$ cat config.mk
export PLATFORM = sky130hd
export DESIGN_NAME = wdt_dual
export DESIGN_NICKNAME = d
export VERILOG_FILES = /design/src/rtl/wdt_pkg.sv /design/src/rtl/wdt_datapath.sv /design/src/rtl/wdt_ctrl.sv /design/src/rtl/wdt_dual.sv
export SDC_FILE = /design/constraint.sdc
export NUM_CORES = 1
export LEC_CHECK = 0
export BUFFER_PORTS_ARGS = -buffer_cell sky130_fd_sc_hd__buf_2
export CAP_MARGIN = 20
export CORE_MARGIN = 2
export CORE_UTILIZATION = 55
export DETAILED_ROUTE_END_ITERATION = 7
export PLACE_DENSITY = 0.77
export SETUP_SLACK_MARGIN = 0.4
export SLEW_MARGIN = 15
export SYNTH_ARGS = -nofsm -noshare
export SYNTH_HDL_FRONTEND = slang
export SYNTH_SLANG_ARGS = --single-unit
$ cat constraint.sdc
create_clock -name clk -period 2.5 [get_ports clk]
set_clock_uncertainty 0.1 [all_clocks]
set_input_delay 0.5 -clock clk [delete_from_list [all_inputs] [get_ports clk]]
set_output_delay 0.5 -clock clk [all_outputs]
set_load 0.02 [all_outputs]
$ cat src/rtl/wdt_pkg.sv
package wdt_pkg;

  localparam int ADDR_W = 3;
  localparam int KEY_W  = 16;
  localparam int FLT_W  = 3;

  localparam logic [KEY_W-1:0] KEY_ARM  = 16'hA35C;
  localparam logic [KEY_W-1:0] KEY_FIRE = 16'h5CA3;

  typedef enum logic [ADDR_W-1:0] {
    ADDR_CTRL   = 3'd0,
    ADDR_RELOAD = 3'd1,
    ADDR_WINDOW = 3'd2,
    ADDR_KEY    = 3'd3,
    ADDR_STATUS = 3'd4,
    ADDR_COUNT  = 3'd5
  } wdtAddr_e;

  // bit0 timeout, bit1 early service, bit2 bad key
  typedef struct packed {
    logic badKey;
    logic early;
    logic timeout;
  } wdtFault_t;

  // control -> datapath strobes
  typedef struct packed {
    logic load;
    logic dec;
  } wdtStrobe_t;

endpackage

$ cat src/rtl/wdt_datapath.sv
module wdt_datapath
  import wdt_pkg::*;
#(
  parameter int          CNT_W         = 16,
  parameter int unsigned RESET_PRELOAD = 4095
) (
  input  logic             clk,
  input  logic             rstN,
  input  wdtStrobe_t       strobe,
  input  logic [CNT_W-1:0] reloadVal,
  input  logic [CNT_W-1:0] windowVal,
  output logic [CNT_W-1:0] cntQ,
  output logic             cntZero,
  output logic             aboveWindow
);

  localparam logic [CNT_W-1:0] CNT_INIT = CNT_W'(RESET_PRELOAD);
  localparam logic [CNT_W-1:0] CNT_ONE  = CNT_W'(1);

  always_ff @(posedge clk or negedge rstN) begin
    if (!rstN) begin
      cntQ <= CNT_INIT;
    end else if (strobe.load) begin
      cntQ <= reloadVal;
    end else if (strobe.dec) begin
      cntQ <= cntQ - CNT_ONE;
    end
  end

  assign cntZero     = (cntQ == '0);
  assign aboveWindow = (cntQ > windowVal);

endmodule

$ cat src/rtl/wdt_ctrl.sv
module wdt_ctrl
  import wdt_pkg::*;
#(
  parameter int          DATA_W        = 32,
  parameter int          CNT_W         = 16,
  parameter int unsigned RESET_PRELOAD = 4095
) (
  input  logic              clk,
  input  logic              rstN,
  input  logic              regWrEn,
  input  logic [ADDR_W-1:0] regAddr,
  input  logic [DATA_W-1:0] regWrData,
  output logic [DATA_W-1:0] regRdData,
  input  logic [CNT_W-1:0]  cntQ,
  input  logic              cntZero,
  input  logic              aboveWindow,
  output wdtStrobe_t        strobe,
  output logic              runQ,
  output logic              modeQ,
  output logic              actionQ,
  output logic [CNT_W-1:0]  reloadQ,
  output logic [CNT_W-1:0]  windowQ,
  output logic [FLT_W-1:0]  statusQ,
  output logic              serviceOk,
  output logic              rstReq,
  output logic              nmiReq
);

  localparam logic [CNT_W-1:0] RELOAD_INIT = CNT_W'(RESET_PRELOAD);
  localparam int PAD_CNT = DATA_W - CNT_W;
  localparam int PAD_CTL = DATA_W - 3;
  localparam int PAD_FLT = DATA_W - FLT_W;

  wdtAddr_e         addrSel;
  logic             wrCtrl, wrReload, wrWindow, wrKey, wrStatus;
  logic [KEY_W-1:0] keyVal;
  logic             isArm, isFire, fireArmed;
  logic             armedQ;
  wdtFault_t        fault;
  logic             anyFault;
  logic [FLT_W-1:0] clrMask;
  logic             unusedWrData;

  assign addrSel  = wdtAddr_e'(regAddr);
  assign wrCtrl   = regWrEn && (addrSel == ADDR_CTRL);
  assign wrReload = regWrEn && (addrSel == ADDR_RELOAD);
  assign wrWindow = regWrEn && (addrSel == ADDR_WINDOW) && !runQ;
  assign wrKey    = regWrEn && (addrSel == ADDR_KEY) && runQ;
  assign wrStatus = regWrEn && (addrSel == ADDR_STATUS);

  assign keyVal    = regWrData[KEY_W-1:0];
  assign isArm     = (keyVal == KEY_ARM);
  assign isFire    = (keyVal == KEY_FIRE);
  assign fireArmed = wrKey && isFire && armedQ;

  // fault decode for the current cycle
  always_comb begin
    fault         = '0;
    serviceOk     = fireArmed && !(modeQ && aboveWindow);
    fault.early   = fireArmed && modeQ && aboveWindow;
    fault.badKey  = wrKey && !(isFire && armedQ) && !(isArm && !armedQ);
    fault.timeout = runQ && cntZero && !serviceOk;
  end

  assign anyFault = |fault;

  always_comb begin
    strobe.load = !runQ || serviceOk || anyFault;
    strobe.dec  = !strobe.load;
  end

  assign clrMask      = wrStatus ? regWrData[FLT_W-1:0] : '0;
  assign unusedWrData = ^regWrData;

  // configuration registers
  always_ff @(posedge clk or negedge rstN) begin
    if (!rstN) begin
      runQ    <= 1'b1;
      modeQ   <= 1'b0;
      actionQ <= 1'b0;
      reloadQ <= RELOAD_INIT;
      windowQ <= '0;
    end else begin
      if (wrCtrl) begin
        runQ    <= regWrData[0];
        actionQ <= regWrData[2];
        if (!runQ) modeQ <= regWrData[1];
      end
      if (wrReload) reloadQ <= regWrData[CNT_W-1:0];
      if (wrWindow) windowQ <= regWrData[CNT_W-1:0];
    end
  end

  // key sequencer
  always_ff @(posedge clk or negedge rstN) begin
    if (!rstN) begin
      armedQ <= 1'b0;
    end else if (!runQ) begin
      armedQ <= 1'b0;
    end else if (wrKey) begin
      armedQ <= isArm && !armedQ;
    end
  end

  // status and failure requests
  always_ff @(posedge clk or negedge rstN) begin
    if (!rstN) begin
      statusQ <= '0;
      rstReq  <= 1'b0;
      nmiReq  <= 1'b0;
    end else begin
      statusQ <= (statusQ & ~clrMask) | FLT_W'(fault);
      rstReq  <= anyFault && !actionQ;
      nmiReq  <= anyFault && actionQ;
    end
  end

  always_comb begin
    regRdData = '0;
    case (addrSel)
      ADDR_CTRL:   regRdData = {{PAD_CTL{1'b0}}, actionQ, modeQ, runQ};
      ADDR_RELOAD: regRdData = {{PAD_CNT{1'b0}}, reloadQ};
      ADDR_WINDOW: regRdData = {{PAD_CNT{1'b0}}, windowQ};
      ADDR_STATUS: regRdData = {{PAD_FLT{1'b0}}, statusQ};
      ADDR_COUNT:  regRdData = {{PAD_CNT{1'b0}}, cntQ};
      default:     regRdData = '0;
    endcase
  end

endmodule

$ cat src/rtl/wdt_dual.sv
module wdt_dual
  import wdt_pkg::*;
#(
  parameter int          DATA_W        = 32,
  parameter int          CNT_W         = 16,
  parameter int unsigned RESET_PRELOAD = 4095
) (
  input  logic              clk,
  input  logic              rstN,
  input  logic              regWrEn,
  input  logic [ADDR_W-1:0] regAddr,
  input  logic [DATA_W-1:0] regWrData,
  output logic [DATA_W-1:0] regRdData,
  output logic              rstReq,
  output logic              nmiReq
);

  wdtStrobe_t       strobe;
  logic             loadStrobe;
  logic             runQ, modeQ, actionQ, serviceOk;
  logic [CNT_W-1:0] reloadQ, windowQ, cntQ;
  logic [FLT_W-1:0] statusQ;
  logic             cntZero, aboveWindow;

  assign loadStrobe = strobe.load;

  wdt_ctrl #(
    .DATA_W(DATA_W), .CNT_W(CNT_W), .RESET_PRELOAD(RESET_PRELOAD)
  ) u_ctrl (
    .clk(clk), .rstN(rstN),
    .regWrEn(regWrEn), .regAddr(regAddr), .regWrData(regWrData),
    .regRdData(regRdData),
    .cntQ(cntQ), .cntZero(cntZero), .aboveWindow(aboveWindow),
    .strobe(strobe),
    .runQ(runQ), .modeQ(modeQ), .actionQ(actionQ),
    .reloadQ(reloadQ), .windowQ(windowQ), .statusQ(statusQ),
    .serviceOk(serviceOk), .rstReq(rstReq), .nmiReq(nmiReq)
  );

  wdt_datapath #(
    .CNT_W(CNT_W), .RESET_PRELOAD(RESET_PRELOAD)
  ) u_dp (
    .clk(clk), .rstN(rstN), .strobe(strobe),
    .reloadVal(reloadQ), .windowVal(windowQ),
    .cntQ(cntQ), .cntZero(cntZero), .aboveWindow(aboveWindow)
  );

endmodule

# [Word level (Yosys, flattened, before mapping)]
# Cells that the tools add are included.
[totals] reg_bits=57 input_bits=38 out_inout_bits=34 word_cells=63
[op_classes] addsub=1 n_lt_le_gt_ge=1 eq_ne=8 mux=5 n_bitwise=4 reduce_logical=34
[op_table] operator="16-bit one-hot mux with 5 select lines" count=1
[op_table] operator="1-bit logical AND" count=21
[op_table] operator="16-bit by 15-bit equality test with 1-bit output, second input constant" count=1
[op_table] operator="16-bit equality test, second input constant" count=1
[op_table] operator="16-bit greater-than comparator" count=1
[op_table] operator="16-bit zero test" count=1
[op_table] operator="16-bit two-way mux" count=1
[op_table] operator="16-bit by 1-bit subtractor with 16-bit output, second input constant" count=1
[op_table] operator="1-bit zero test" count=7
[op_table] operator="3-bit by 2-bit equality test with 1-bit output, second input constant" count=2
[op_table] operator="3-bit equality test, second input constant" count=2
[op_table] operator="3-bit AND" count=1
[op_table] operator="3-bit by 1-bit equality test with 1-bit output, second input constant" count=1
[op_table] operator="3-bit zero test" count=1
[op_table] operator="3-bit two-way mux" count=1
[op_table] operator="3-bit inverter" count=1
[op_table] operator="3-bit OR" count=1
[op_table] operator="3-bit OR reduction" count=1
[op_table] operator="1-bit logical OR" count=2
[op_table] operator="1-bit two-way mux" count=2
[op_table] operator="2-bit != test, second input constant" count=1
[op_table] operator="2-bit AND reduction" count=1
[op_table] operator="1-bit inverter" count=1

# [Logic depth before layout (Yosys ltp)]
# Gate-level depths: netlist of the first run.
[logic_depth] word_depth=11 mapped_depth=8

# [Modules after synthesis]
# From an unflattened synthesis of the first run, not the netlist that was laid out.
[hier_totals] cells_unflattened=364 hier_area_um2=3729.8
[modules_own_cells] module="wdt_ctrl" instances=1 cells_per_inst=205 area_per_inst_um2=2352.3
[modules_own_cells] module="wdt_datapath" instances=1 cells_per_inst=159 area_per_inst_um2=1377.6

# [Least setup slack after synthesis of the first run]
# Ideal clock, no wire load.
[synth_timing] kind="input-to-output" startpoint="input regAddr[1]" endpoint="output regRdData[10]" arrival_ns=1.861 required_time_ns=1.900 path_slack_ns=0.039 cell_stages=5 n_path_buf=2 cell_sequence="clkbuf_1 nor2b_1 clkbuf_1 a22oi_1 o21ai_0"
[synth_via] elab_chain_len=2 elab_cells_between_ends=6
[synth_lines] element="from (decl)" line_no="wdt_dual.sv:11" text="input logic [ADDR_W-1:0] regAddr,"
[synth_lines] element="3-bit equality test (tied with other cells)" line_no="wdt_ctrl.sv:120" text="case (addrSel)"
[synth_lines] element="16-bit one-hot mux with 5 select lines (*)" line_no="wdt_ctrl.sv:120"
[synth_lines] element="to (decl)" line_no="wdt_dual.sv:13" text="output logic [DATA_W-1:0] regRdData,"
# Every way passes the cells marked *; elsewhere a longest branch is shown, timed or not.

# [Worst setup path in the final report of the first run]
[layout_timing] startpoint="register u_ctrl.actionQ" endpoint="output regRdData[2]"
[layout_via] elab_chain_len=1
[layout_lines] element="from (decl)" line_no="wdt_ctrl.sv:20" text="output logic actionQ,"
[layout_lines] element="from (signal assigned)" line_no="wdt_ctrl.sv:86" text="actionQ <= regWrData[2];"
[layout_lines] element="16-bit one-hot mux with 5 select lines" line_no="wdt_ctrl.sv:120"
# No other way between the ends.

==> results of run 1 <==
-- layout make-up --
class / count / share of cell area (%)
multi-input cells: 256 / 46.36
inverters: 22 / 1.857
well taps: 77 / 2.166
clock inverters: 3 / 0.9001
repair buffers: 76 / 12.35
clock buffers: 13 / 3.572
flip-flops and latches: 57 / 32.80
-- metrics by stage --
stage                     std cells  worst slack [ps]  hold slack [ps]  util (%)
after floorplan                 365             363.1            104.4         -
after global placement          468             132.1            356.5     61.65
after detailed placement        468             103.9            370.4     61.65
after CTS                       491             375.2            18.16     66.74
after global routing            504             329.7            42.85     71.27
final                           504             395.3            19.41     71.27
-- metal layers --
metal	wire length (µm)	track usage, %
met1	3837	34.63
met2	4702	42.69
met3	596	5.341
met4	95	7.771
met5	0	0
-- critical path, delay by kind of cell, from the launching register on --
kind | cells | cell delay [ps]
AO/OA/AOI/OAI | 1 | 50
buffers and inverters | 2 | 210
flip-flops | 1 | 420
multiplexers | 1 | 490
-- registers in the layout, indices dropped and copies added, names as in the netlist --
signal and flops:
u_dp.cntQ 16, u_ctrl.nmiReq 1, u_ctrl.modeQ 1, u_ctrl.windowQ 16, u_ctrl.armedQ 1, u_ctrl.actionQ 1
u_ctrl.rstReq 1, u_ctrl.runQ 1, u_ctrl.statusQ 3, u_ctrl.reloadQ 16
-- report_power, final --
part | switching, mW | internal, mW | leakage (nW)
Combinational | 0.844 | 0.862 | 1.23
Sequential | 0.309 | 1.31 | 0.654
Clock | 0.371 | 0.512 | 0.103
-- cell families after synthesis --
family                     after synthesis  share of synthesized area (%)
AOI/OAI and AO/OA                       71                          12.10
xor gates and xnor gates                12                          2.998
adders and majority gates               17                          6.067
buffers and inverters                   52                          7.994
DFF                                     57                          41.58
muxes                                   37                          13.78
other                                    1                         0.1070
and+or+nand+nor                        103                          15.38
-- final timing paths --
path	from	to	slack, ps	cells after the start
worst max-delay path	u_ctrl.actionQ	regRdData[2]	400	4
worst min-delay path	rstN	u_ctrl.windowQ[2]	20	1
worst max register to register	u_ctrl.armedQ	u_dp.cntQ[13]	420	6
worst min register to register	u_ctrl.statusQ[1]	u_ctrl.statusQ[1]	410	2
max in group asynchronous	rstN	u_ctrl.reloadQ[9]	1560	2
min in group clk	regWrData[13]	u_ctrl.windowQ[13]	310	3
-- layout by cell type, fill, tap and decap left out, drive strengths merged, types with 14 or more instances in the layout --
cell,netlist,final
dfstp,25,25
ha,17,17
dfrtp,32,32
o21ai,37,37
clkbuf,11,14
conb,1,16
inv,22,22
buf,19,75
nand2,47,47
mux2,33,33
-- what timing repair did --
action                                  in CTS  in global routing
endpoints found under the hold margin        0                  0
pin swaps                                    5                 13
gates cloned                                 0                  1
setup buffers                                7                 12
endpoints found under the setup margin      34                 35
gates resized for setup                     16                 49
==> flow_summary_export.csv, run 1 <==
group,metric,value,unit
cells_and_area,fillerInstances,444,
floorplanning,fp.dieH,83.84,µm
worst_setup_path,cp_cell_sequence,"mux4_2 > inv_2 > o21ai_2 > buf_6",
routing,routed_wirelength,9232,µm
logic_synthesis,syn_area,3506,µm²
worst_setup_path,required,1900,ps
worst_setup_path,crit_type,"reg -> out",
job,cap_violations,0,
routing,vias_per_cell,5.774,
placement,routabilityCongestion,0.8234,
global_routing,overflow,0,
placement,dp_hpwl,6060,µm
cells_and_area,antenna_cells,0,
floorplanning,initial_core_util,56.17,%
logic_synthesis,yosysTopAreaCellShare,22.84,%
global_routing,grt_pass1_wl,14070,µm
logic_synthesis,synth_top_area_cell,"dfrtp_1",
power,leakagePower,1.985,nW
timing,tns,0,ps
timing,finalCritPeriodShare,84.19,%
timing,rsz0062_at_grt,"yes",
power,vdd_drop_max,0.0006137,V
logic_synthesis,ys_types,48,
worst_setup_path,slowest_delay,490,ps
logic_synthesis,synth-seq-cells,57,
routing,drt-wirelength-per-cell,18.32,µm
cts,clock_sinks,57,
timing,final_max_slew_viol_count,0,
logic_synthesis,synth_warnings,0,
logic_synthesis,synthFlopType,"dfrtp_1",
timing,fin_crit,2105,ps
cells_and_area,drive_gt1_share,45.20,%
worst_setup_path,startpoint_type,"flop",
logic_synthesis,synth.avg_cell_area,10.02,µm²
logic_synthesis,synth_most_common_cell,"nand2_1",
cells_and_area,final_nets,477,
logic_synthesis,synth_enable_flop_cells,0,
hold_path,min_path_type,"in -> async",
global_routing,grt_antenna_before_repair,0,
run_status,outcome,"complete, no violations",
worst_setup_path,slowest_stage,"mux4_2",
cts,cts_root_buf,"clkbuf_8",
global_routing,grt_use_total,25.90,%
logic_synthesis,ys_seq_area_share,41.58,%
logic_synthesis,synth_cells,350,
floorplanning,ios,72,
routing,ant_nets,0,
floorplanning,fp.dieArea,7029,µm²
cts,clk_pin_slew,70,ps
cts,cts_tree,"built",
cells_and_area,multi_input_area,2062,µm²
routing,drc,0,
timing,fmaxAchievable,475.1,MHz
power,p_per_area,946.0,nW/µm²
cells_and_area,area_delta_synth_final,26.87,%
cts,hold_buffers,0,
routing,drt-pass1-iter-count,4,
worst_setup_path,end_kind,"primary output",
cells_and_area,design_area,4448,µm²
floorplanning,core_area,6241,µm²
placement,io_buffer_count,39,
placement,dpl-instance-area,3847,µm²
routing,dr.first_iter.drc_count,209,
cts,htreeDepth,3,
logic_synthesis,synth-async-reset-ratio,100.0,%
worst_setup_path,cp.arrival,1500,ps
cts,numCtsBuffers,9,
routing,vias,2910,
logic_synthesis,netlist_top_cells_count,"nand2_1, o21ai_0, dfrtp_1, dfstp_2, mux2_2",
cells_and_area,seq_area,1459,µm²
floorplanning,fp.dieW,83.84,µm
timing,setup-violations-final,0,
worst_setup_path,crit_fanout,4,
power,p_total,4.208,mW
timing,hold_violations,0,
floorplanning,rows,29,
cts,clockBufferDepth,2,
global_routing,grt_max_degree,23,
global_routing,grt_pass1_vias,2775,
cts,insertion_delay,340,ps
logic_synthesis,synthTopCellsByArea,"dfrtp_1, dfstp_2, mux2_2",
Power figures use the tool's default switching activity.
==> run 2, diff against run 1 <==
--- a/config.mk
+++ b/config.mk
@@ -5,12 +5,13 @@
 export SDC_FILE = /design/constraint.sdc
 export NUM_CORES = 1
 export LEC_CHECK = 0
+export ABC_AREA = 1
 export BUFFER_PORTS_ARGS = -buffer_cell sky130_fd_sc_hd__buf_2
 export CAP_MARGIN = 20
 export CORE_MARGIN = 2
-export CORE_UTILIZATION = 55
+export CORE_UTILIZATION = 50
 export DETAILED_ROUTE_END_ITERATION = 7
-export PLACE_DENSITY = 0.77
+export PLACE_DENSITY = 0.73
 export SETUP_SLACK_MARGIN = 0.4
 export SLEW_MARGIN = 15
 export SYNTH_ARGS = -nofsm -noshare
==> constraint.sdc (replaced) <==
create_clock -name clk -period 1.8 [get_ports clk]
set_clock_uncertainty 0.1 [all_clocks]
set_input_delay 0.36 -clock clk [delete_from_list [all_inputs] [get_ports clk]]
set_output_delay 0.36 -clock clk [all_outputs]
set_load 0.02 [all_outputs]
==> run 2 against run 1 <==
Net effect: the run now ends with negative setup slack left; largest power group unchanged; critical path depth grew 10; non-clock buffer count up 80; sequential share of layout area down 8.8 points; power grew 94%; first-iteration DRC count is 61% higher; largest cell class unchanged; worst setup slack lost 1100 ps; critical endpoint is now u_dp.cntQ[12]; cell count increased by 40%.
==> flow_summary_export.csv, run 2 <==
group,metric,value,unit
run_status,outcome,"finished, violations left",
run_status,violations,"negative setup slack",
routing,drt-wirelength-per-cell,21.47,µm
logic_synthesis,synth_cells,450,
placement,dpl-instance-area,4895,µm²
power,leakagePower,2.850,nW
worst_setup_path,crit_family,"simple AND/OR/NAND/NOR gates",
worst_setup_path,cp_num_buf_inv,3,
routing,wl_met1,5553,µm
floorplanning,initial_core_util,51.07,%
cts,insertion_delay,370,ps
global_routing,grt_pass1_wl,18490,µm
logic_synthesis,synth-async-reset-ratio,100.0,%
logic_synthesis,ys_seq_area_share,39.77,%
timing,rsz0062_at_grt,"yes",
placement,dp_hpwl,7724,µm
routing,drt-pass1-iter-count,5,
hold_path,min_from,"regWrData[13]",
worst_setup_path,required,1950,ps
global_routing,grt_max_degree,42,
floorplanning,fp.dieH,89.61,µm
logic_synthesis,netlist_top_cells_count,"nand2_1, o21ai_0, inv_1, dfrtp_1, nand2_2",
floorplanning,fp.dieArea,8030,µm²
logic_synthesis,yosysTopAreaCellShare,21.85,%
power,vdd_drop_max,0.0009960,V
routing,vias,4156,
logic_synthesis,synth_warnings,0,
logic_synthesis,synth_most_common_cell,"nand2_1",
routing,ant_nets,0,
worst_setup_path,cp.arrival,2600,ps
floorplanning,rows,31,
routing,dr.first_iter.drc_count,337,
cts,cts_tree,"built",
cells_and_area,drive_gt1_share,59.93,%
routing,routed_wirelength,15200,µm
global_routing,grt_pass1_vias,3690,
logic_synthesis,synth.avg_cell_area,8.144,µm²
timing,setup-violations-final,30,
routing,vias_per_cell,5.870,
cells_and_area,final_nets,659,
job,cap_violations,0,
logic_synthesis,syn_area,3665,µm²
timing,tns,-12930,ps
timing,fmaxAchievable,407.2,MHz
global_routing,grt_use_total,31.19,%
worst_setup_path,slowest_stage,"dfrtp_1",
cells_and_area,area_delta_synth_final,65.86,%
placement,place_inst,660,
timing,whs,191.6,ps
worst_setup_path,slowest_delay,360,ps
placement,routabilityCongestion,0.8383,
placement,io_buffer_count,39,
routing,routed-wl-met3,1290,µm
logic_synthesis,synth_enable_flop_cells,0,
cts,cts_root_buf,"clkbuf_8",
worst_setup_path,crit_path_start,"u_ctrl.windowQ[12]",
logic_synthesis,synth_top_area_cell,"dfrtp_1",
floorplanning,ios,72,
logic_synthesis,synthFlopType,"dfrtp_1",
floorplanning,fp.dieW,89.61,µm
worst_setup_path,end_kind,"flop",
cts,clock_sinks,57,
cells_and_area,finish.utilization,84.71,%
logic_synthesis,ys_types,40,
timing,fin_crit,2456,ps
worst_setup_path,r2r-start,"u_ctrl.windowQ[12]",
cells_and_area,final_cells,708,
logic_synthesis,synth-seq-cells,57,
worst_setup_path,cp_cell_sequence,"inv_1 > ha_1 > nand2_2 > nor2_4 > nand2_1 > inv_1 > nand2_2 > nand2_4 > nand2_4 > a21oi_4 > nand3_4 > buf_12 > nand2_4 > nand2_2",
routing,drc,0,
cells_and_area,design_area,6078,µm²
routing,wl_met2,7370,µm
cells_and_area,final_cell_mix,"buf_4, nand2_1, nand2_2, buf_6, inv_1",
worst_setup_path,crit_type,"reg -> reg",
floorplanning,core_area,7176,µm²
worst_setup_path,startpoint_type,"flop",
cts,htreeDepth,3,
routing,highest_layer,"met4",
cells_and_area,top_regs,"u_ctrl.reloadQ (16), u_ctrl.windowQ (16), u_dp.cntQ (16)",
global_routing,grt_antenna_before_repair,0,
timing,final_max_slew_viol_count,0,
timing,hold_violations,0,
cts,clockBufferDepth,2,
global_routing,overflow,0,
logic_synthesis,synthTopCellsByArea,"dfrtp_1, dfstp_2, nand2_1",
cells_and_area,antenna_cells,0,
timing,finalCritPeriodShare,136.4,%
worst_setup_path,crit_fanout,5,
cts,clk_pin_slew,60,ps
hold_path,min_path_type,"in -> reg",
cells_and_area,final_common_cell,"buf_4",
cts,numCtsBuffers,9,
timing,fin_ws,-655.8,ps
power,p_per_area,1344,nW/µm²
run 2: path summary, 6_finish.rpt:
path / end / slack [ps] / cells after the start
min reg2reg: u_dp.cntQ[4] / 370 / 2
min: u_ctrl.windowQ[13] / 190 / 3
max reg2reg: u_dp.cntQ[12] / -660 / 14
min in group asynchronous: u_ctrl.armedQ / 370 / 2
max: u_dp.cntQ[12] / -660 / 14
max in group asynchronous: u_ctrl.reloadQ[5] / 580 / 3
run 2: per-stage QoR:
stage / setup slack (ps) / total power [mW]
4_1_cts: -349.8 / 7.149
5_1_grt: -700.9 / 8.512
2_1_floorplan: -251.8 / 4.060
3_5_place_dp: -370.1 / 5.274
3_3_place_gp: -287.8 / 5.111
6_report: -655.8 / 8.168
run 2: per-layer routing:
metal,GRT usage [%],vias to the layer above
li1,-,1771
met1,38.09,2023
met2,51.74,278
met3,6.581,84
met4,16.42,0
met5,0,-
run 2: area by class of cell:
cell class	instances	area (µm²)
clock inverters	5	102.6
multi-input cells	318	2470
flip-flops and latches	57	1458
well taps	99	123.9
repair buffers	156	1495
repair inverters	1	8.758
inverters	61	279.0
clock buffers	11	141.4
fillers	341	1097
run 2: power by group:
part / internal [mW] / switching [mW] / total, mW / leakage, nW
clock: 0.955 / 0.580 / 1.54 / 0.120
combinational: 2.07 / 2.39 / 4.46 / 2.06
sequential: 1.77 / 0.398 / 2.17 / 0.669
run 2: kinds of logic (layout without fill, tap and decap cells):
logic type / Yosys count / in the layout / synth area share, %
other: 1 / 16 / 0.1023
AND/OR/NAND/NOR: 187 / 187 / 26.60
buffers and inverters: 90 / 234 / 11.47
flip-flops: 57 / 57 / 39.77
XOR/XNOR: 11 / 11 / 2.629
AO/OA/AOI/OAI: 87 / 87 / 13.62
adder cells (fa/ha/maj): 17 / 17 / 5.804
run 2: tightest hold or removal path: stages:
cell     delay, ps
buf_2          120
inv_1           80
o21ai_2         60
run 2: timing repair:
action | CTS | global route
cloned | 2 | 5
setup buffers | 7 | 17
hold buffers | 1 | 0
setup endpoints to repair | 37 | 53
endpoints found under the hold margin | 12 | 0
resized for setup | 83 | 93
pin swaps | 30 | 22
==> run 3, diff against run 2 <==
--- a/config.mk
+++ b/config.mk
@@ -9,9 +9,10 @@
 export BUFFER_PORTS_ARGS = -buffer_cell sky130_fd_sc_hd__buf_2
 export CAP_MARGIN = 20
 export CORE_MARGIN = 2
-export CORE_UTILIZATION = 50
+export CORE_UTILIZATION = 52
+export CTS_BUF_LIST = sky130_fd_sc_hd__clkbuf_4
 export DETAILED_ROUTE_END_ITERATION = 7
-export PLACE_DENSITY = 0.73
+export PLACE_DENSITY = 0.76
 export SETUP_SLACK_MARGIN = 0.4
 export SLEW_MARGIN = 15
 export SYNTH_ARGS = -nofsm -noshare
==> constraint.sdc (replaced) <==
create_clock -name clk -period 1.8 [get_ports clk]
set_clock_uncertainty 0.1 [all_clocks]
set_input_delay 0.27 -clock clk [delete_from_list [all_inputs] [get_ports clk]]
set_output_delay 0.27 -clock clk [all_outputs]
set_load 0.02 [all_outputs]
==> run 3 against run 2 <==
Net effect: the run still ends with negative setup slack left; worst setup slack improved by 180 ps; cell count is 2.5% lower; wire length decreased by 8.7%; sequential power hardly changed; clock power down 40%; via count fell by 2.8%; final area shrank 7.9%; sequential share of layout area rose by 2.1 points; critical path depth is 1 lower; register-to-register slack improved by 180 ps; core utilization fell by 2.3 points; critical path type unchanged; largest power group unchanged; global-route usage grew 0.40 points.
==> flow_summary_export.csv, run 3 (synthesis results as in run 2) <==
group,metric,value,unit
power,p_clk_share,12.6,%
global_routing,grt_antenna_before_repair,0,
worst_setup_path,cp_cell_sequence,"inv_1 > ha_4 > nand2_2 > nor2_4 > nand4_1 > o21a_1 > nand3_2 > nand2_4 > inv_4 > nand3_4 > buf_12 > nand2_2 > nand2_2",
worst_setup_path,reg2reg_slack,-480,ps
global_routing,grt_use_total,31.58,%
worst_setup_path,slowest_delay,380,ps
cells_and_area,final_nets,644,
worst_setup_path,crit_top_cell,"nand2_2",
cts,htreeDepth,3,
global_routing,met2_usage,53.31,%
floorplanning,initial_core_util,53.94,%
cts,cts_root_buf,"clkbuf_4",
power,vdd_drop_max,0.0007067,V
placement,pre_cts_slack,-342.5,ps
cts,clk_pin_slew,110,ps
routing,drc,0,
worst_setup_path,endpoint,"u_dp.cntQ[10]",
timing,fin_crit,2276,ps
floorplanning,core_area,6794,µm²
routing,dr.first_iter.drc_count,382,
power,p_total,7.278,mW
power,p_per_area,1300,nW/µm²
worst_setup_path,r2r_cells,13,
routing,drt-pass1-iter-count,6,
routing,drt-wirelength-per-cell,20.12,µm
worst_setup_path,startpoint_type,"flop",
cts,insertion_delay,430,ps
cts,clockBufferDepth,2,
global_routing,grt_pass1_wl,18180,µm
global_routing,grt_max_degree,58,
cells_and_area,final_cell_mix,"buf_4, nand2_1, nand2_2, buf_6, inv_1",
timing,fmaxAchievable,439.3,MHz
cells_and_area,antenna_cells,0,
floorplanning,fp.dieH,87.95,µm
placement,dp_hpwl,7716,µm
cells_and_area,final_cells,690,
worst_setup_path,r2r-end,"u_dp.cntQ[10]",
cts,numCtsBuffers,9,
timing,fin_ws,-476.5,ps
routing,vias_per_cell,5.854,
timing,finalCritPeriodShare,126.5,%
routing,routed_wirelength,13880,µm
worst_setup_path,cp.arrival,2530,ps
cts,clock_sinks,57,
power,power_frac_seq,29.7,%
worst_setup_path,r2r-start,"u_ctrl.windowQ[7]",
global_routing,overflow,0,
timing,hold_violations,0,
worst_setup_path,crit_type,"reg -> reg",
timing,rsz0062_at_grt,"yes",
global_routing,use_met1,38.32,%
floorplanning,ios,72,
global_routing,grtUsageMet3,5.655,%
placement,place_inst,655,
worst_setup_path,end_kind,"flop",
job,cap_violations,0,
placement,dpl-instance-area,4767,µm²
power,p_int,4.175,mW
power,comb_power_share,57.6,%
cells_and_area,final_common_cell,"buf_4",
worst_setup_path,crit_fanout,9,
worst_setup_path,required,2050,ps
hold_path,min_path_cells,3,
timing,final_max_slew_viol_count,0,
global_routing,grt_pass1_vias,3767,
cells_and_area,design_area,5598,µm²
floorplanning,fp.dieW,87.95,µm
run_status,outcome,"finished, violations left",
cts,cts_tree,"built",
power,p_switching,3.103,mW
placement,routabilityCongestion,0.8721,
worst_setup_path,slowest_stage,"dfrtp_1",
run_status,violations,"negative setup slack",
cells_and_area,top_regs,"u_ctrl.reloadQ (16), u_ctrl.windowQ (16), u_dp.cntQ (16)",
power,p_sw_share,42.63,%
floorplanning,fp.dieArea,7735,µm²
cells_and_area,area_delta_synth_final,52.75,%
placement,io_buffer_count,39,
global_routing,busiest_layer,"met2",
timing,setup-violations-final,25,
routing,vias,4039,
worst_setup_path,crit_path_start,"u_ctrl.windowQ[7]",
cells_and_area,drive_gt1_share,55.22,%
power,leakagePower,2.654,nW
hold_path,min_path_type,"in -> reg",
floorplanning,rows,30,
routing,ant_nets,0,
## run 3: cell count changes in the layout (fill, tap and decap cells not counted), sizes merged
cell	change
buf	-14
bufinv	-2
clkinv	+2
clkinvlp	-2
inv	+1
## run 3: how the worst min path moves through the flow
stage | start | endpoint | slack [ps]
after floorplan | rstN | u_ctrl.actionQ | -130
after CTS | regWrData[8] | u_ctrl.reloadQ[8] | 20
after global placement | rstN | u_ctrl.armedQ | 190
final | regWrData[15] | u_ctrl.windowQ[15] | 20
after detailed placement | rstN | u_ctrl.armedQ | 190
after global routing | regWrData[8] | u_ctrl.reloadQ[8] | 40
## run 3: metal layers
metal / vias up / wire, µm
met5: - / 0
met4: 0 / 862
met3: 72 / 1209
met2: 301 / 6720
met1: 1914 / 5089
li1: 1752 / -
## run 3: layout make-up
class | instances | area [µm²]
Inverter | 61 | 242.7
Tap cell | 96 | 120.1
Multi-Input combinational cell | 318 | 2336
Fill cell | 360 | 1196
Sequential cell | 57 | 1458
Clock buffer | 11 | 82.58
Clock inverter | 5 | 46.29
Timing Repair Buffer | 142 | 1313
## run 3: worst max-delay path: cells and delay by family, from the launching register on
family / cells / cell delay [ps]
compound gates: 1 / 260
fa+ha+maj: 1 / 280
buf+inv: 3 / 360
simple gates: 8 / 800
flops: 1 / 380
## run 3: power by group through the flow
| stage | Sequential [mW] | Clock [mW] | Combinational, mW |
|---|---|---|---|
| floorplan | 2.09 | 0 | 1.93 |
| global placement | 2.05 | 0 | 3.02 |
| detailed placement | 2.07 | 0 | 3.16 |
| CTS | 2.10 | 0.907 | 3.59 |
| global route | 2.19 | 0.985 | 4.45 |
| finish | 2.16 | 0.921 | 4.19 |
## run 3: stage by stage
| stage | TNS [ps] | utilization [%] | hold WS (ps) |
|---|---|---|---|
| 2_1_floorplan | -2919 | - | -125.6 |
| 3_3_place_gp | -4289 | 70.17 | 191.4 |
| 3_5_place_dp | -5745 | 70.17 | 194.3 |
| 4_1_cts | -5335 | 77.81 | 17.25 |
| 5_1_grt | -9693 | 82.39 | 37.04 |
| 6_report | -8396 | 82.39 | 24.33 |
## run 3: timing repair
item,4_1_cts,5_1_grt
buffers inserted,7,6
pin swaps,21,14
hold endpoints to repair,32,0
endpoints found under the setup margin,52,53
gates cloned,0,5
gates resized for setup,93,61
hold buffers,1,0
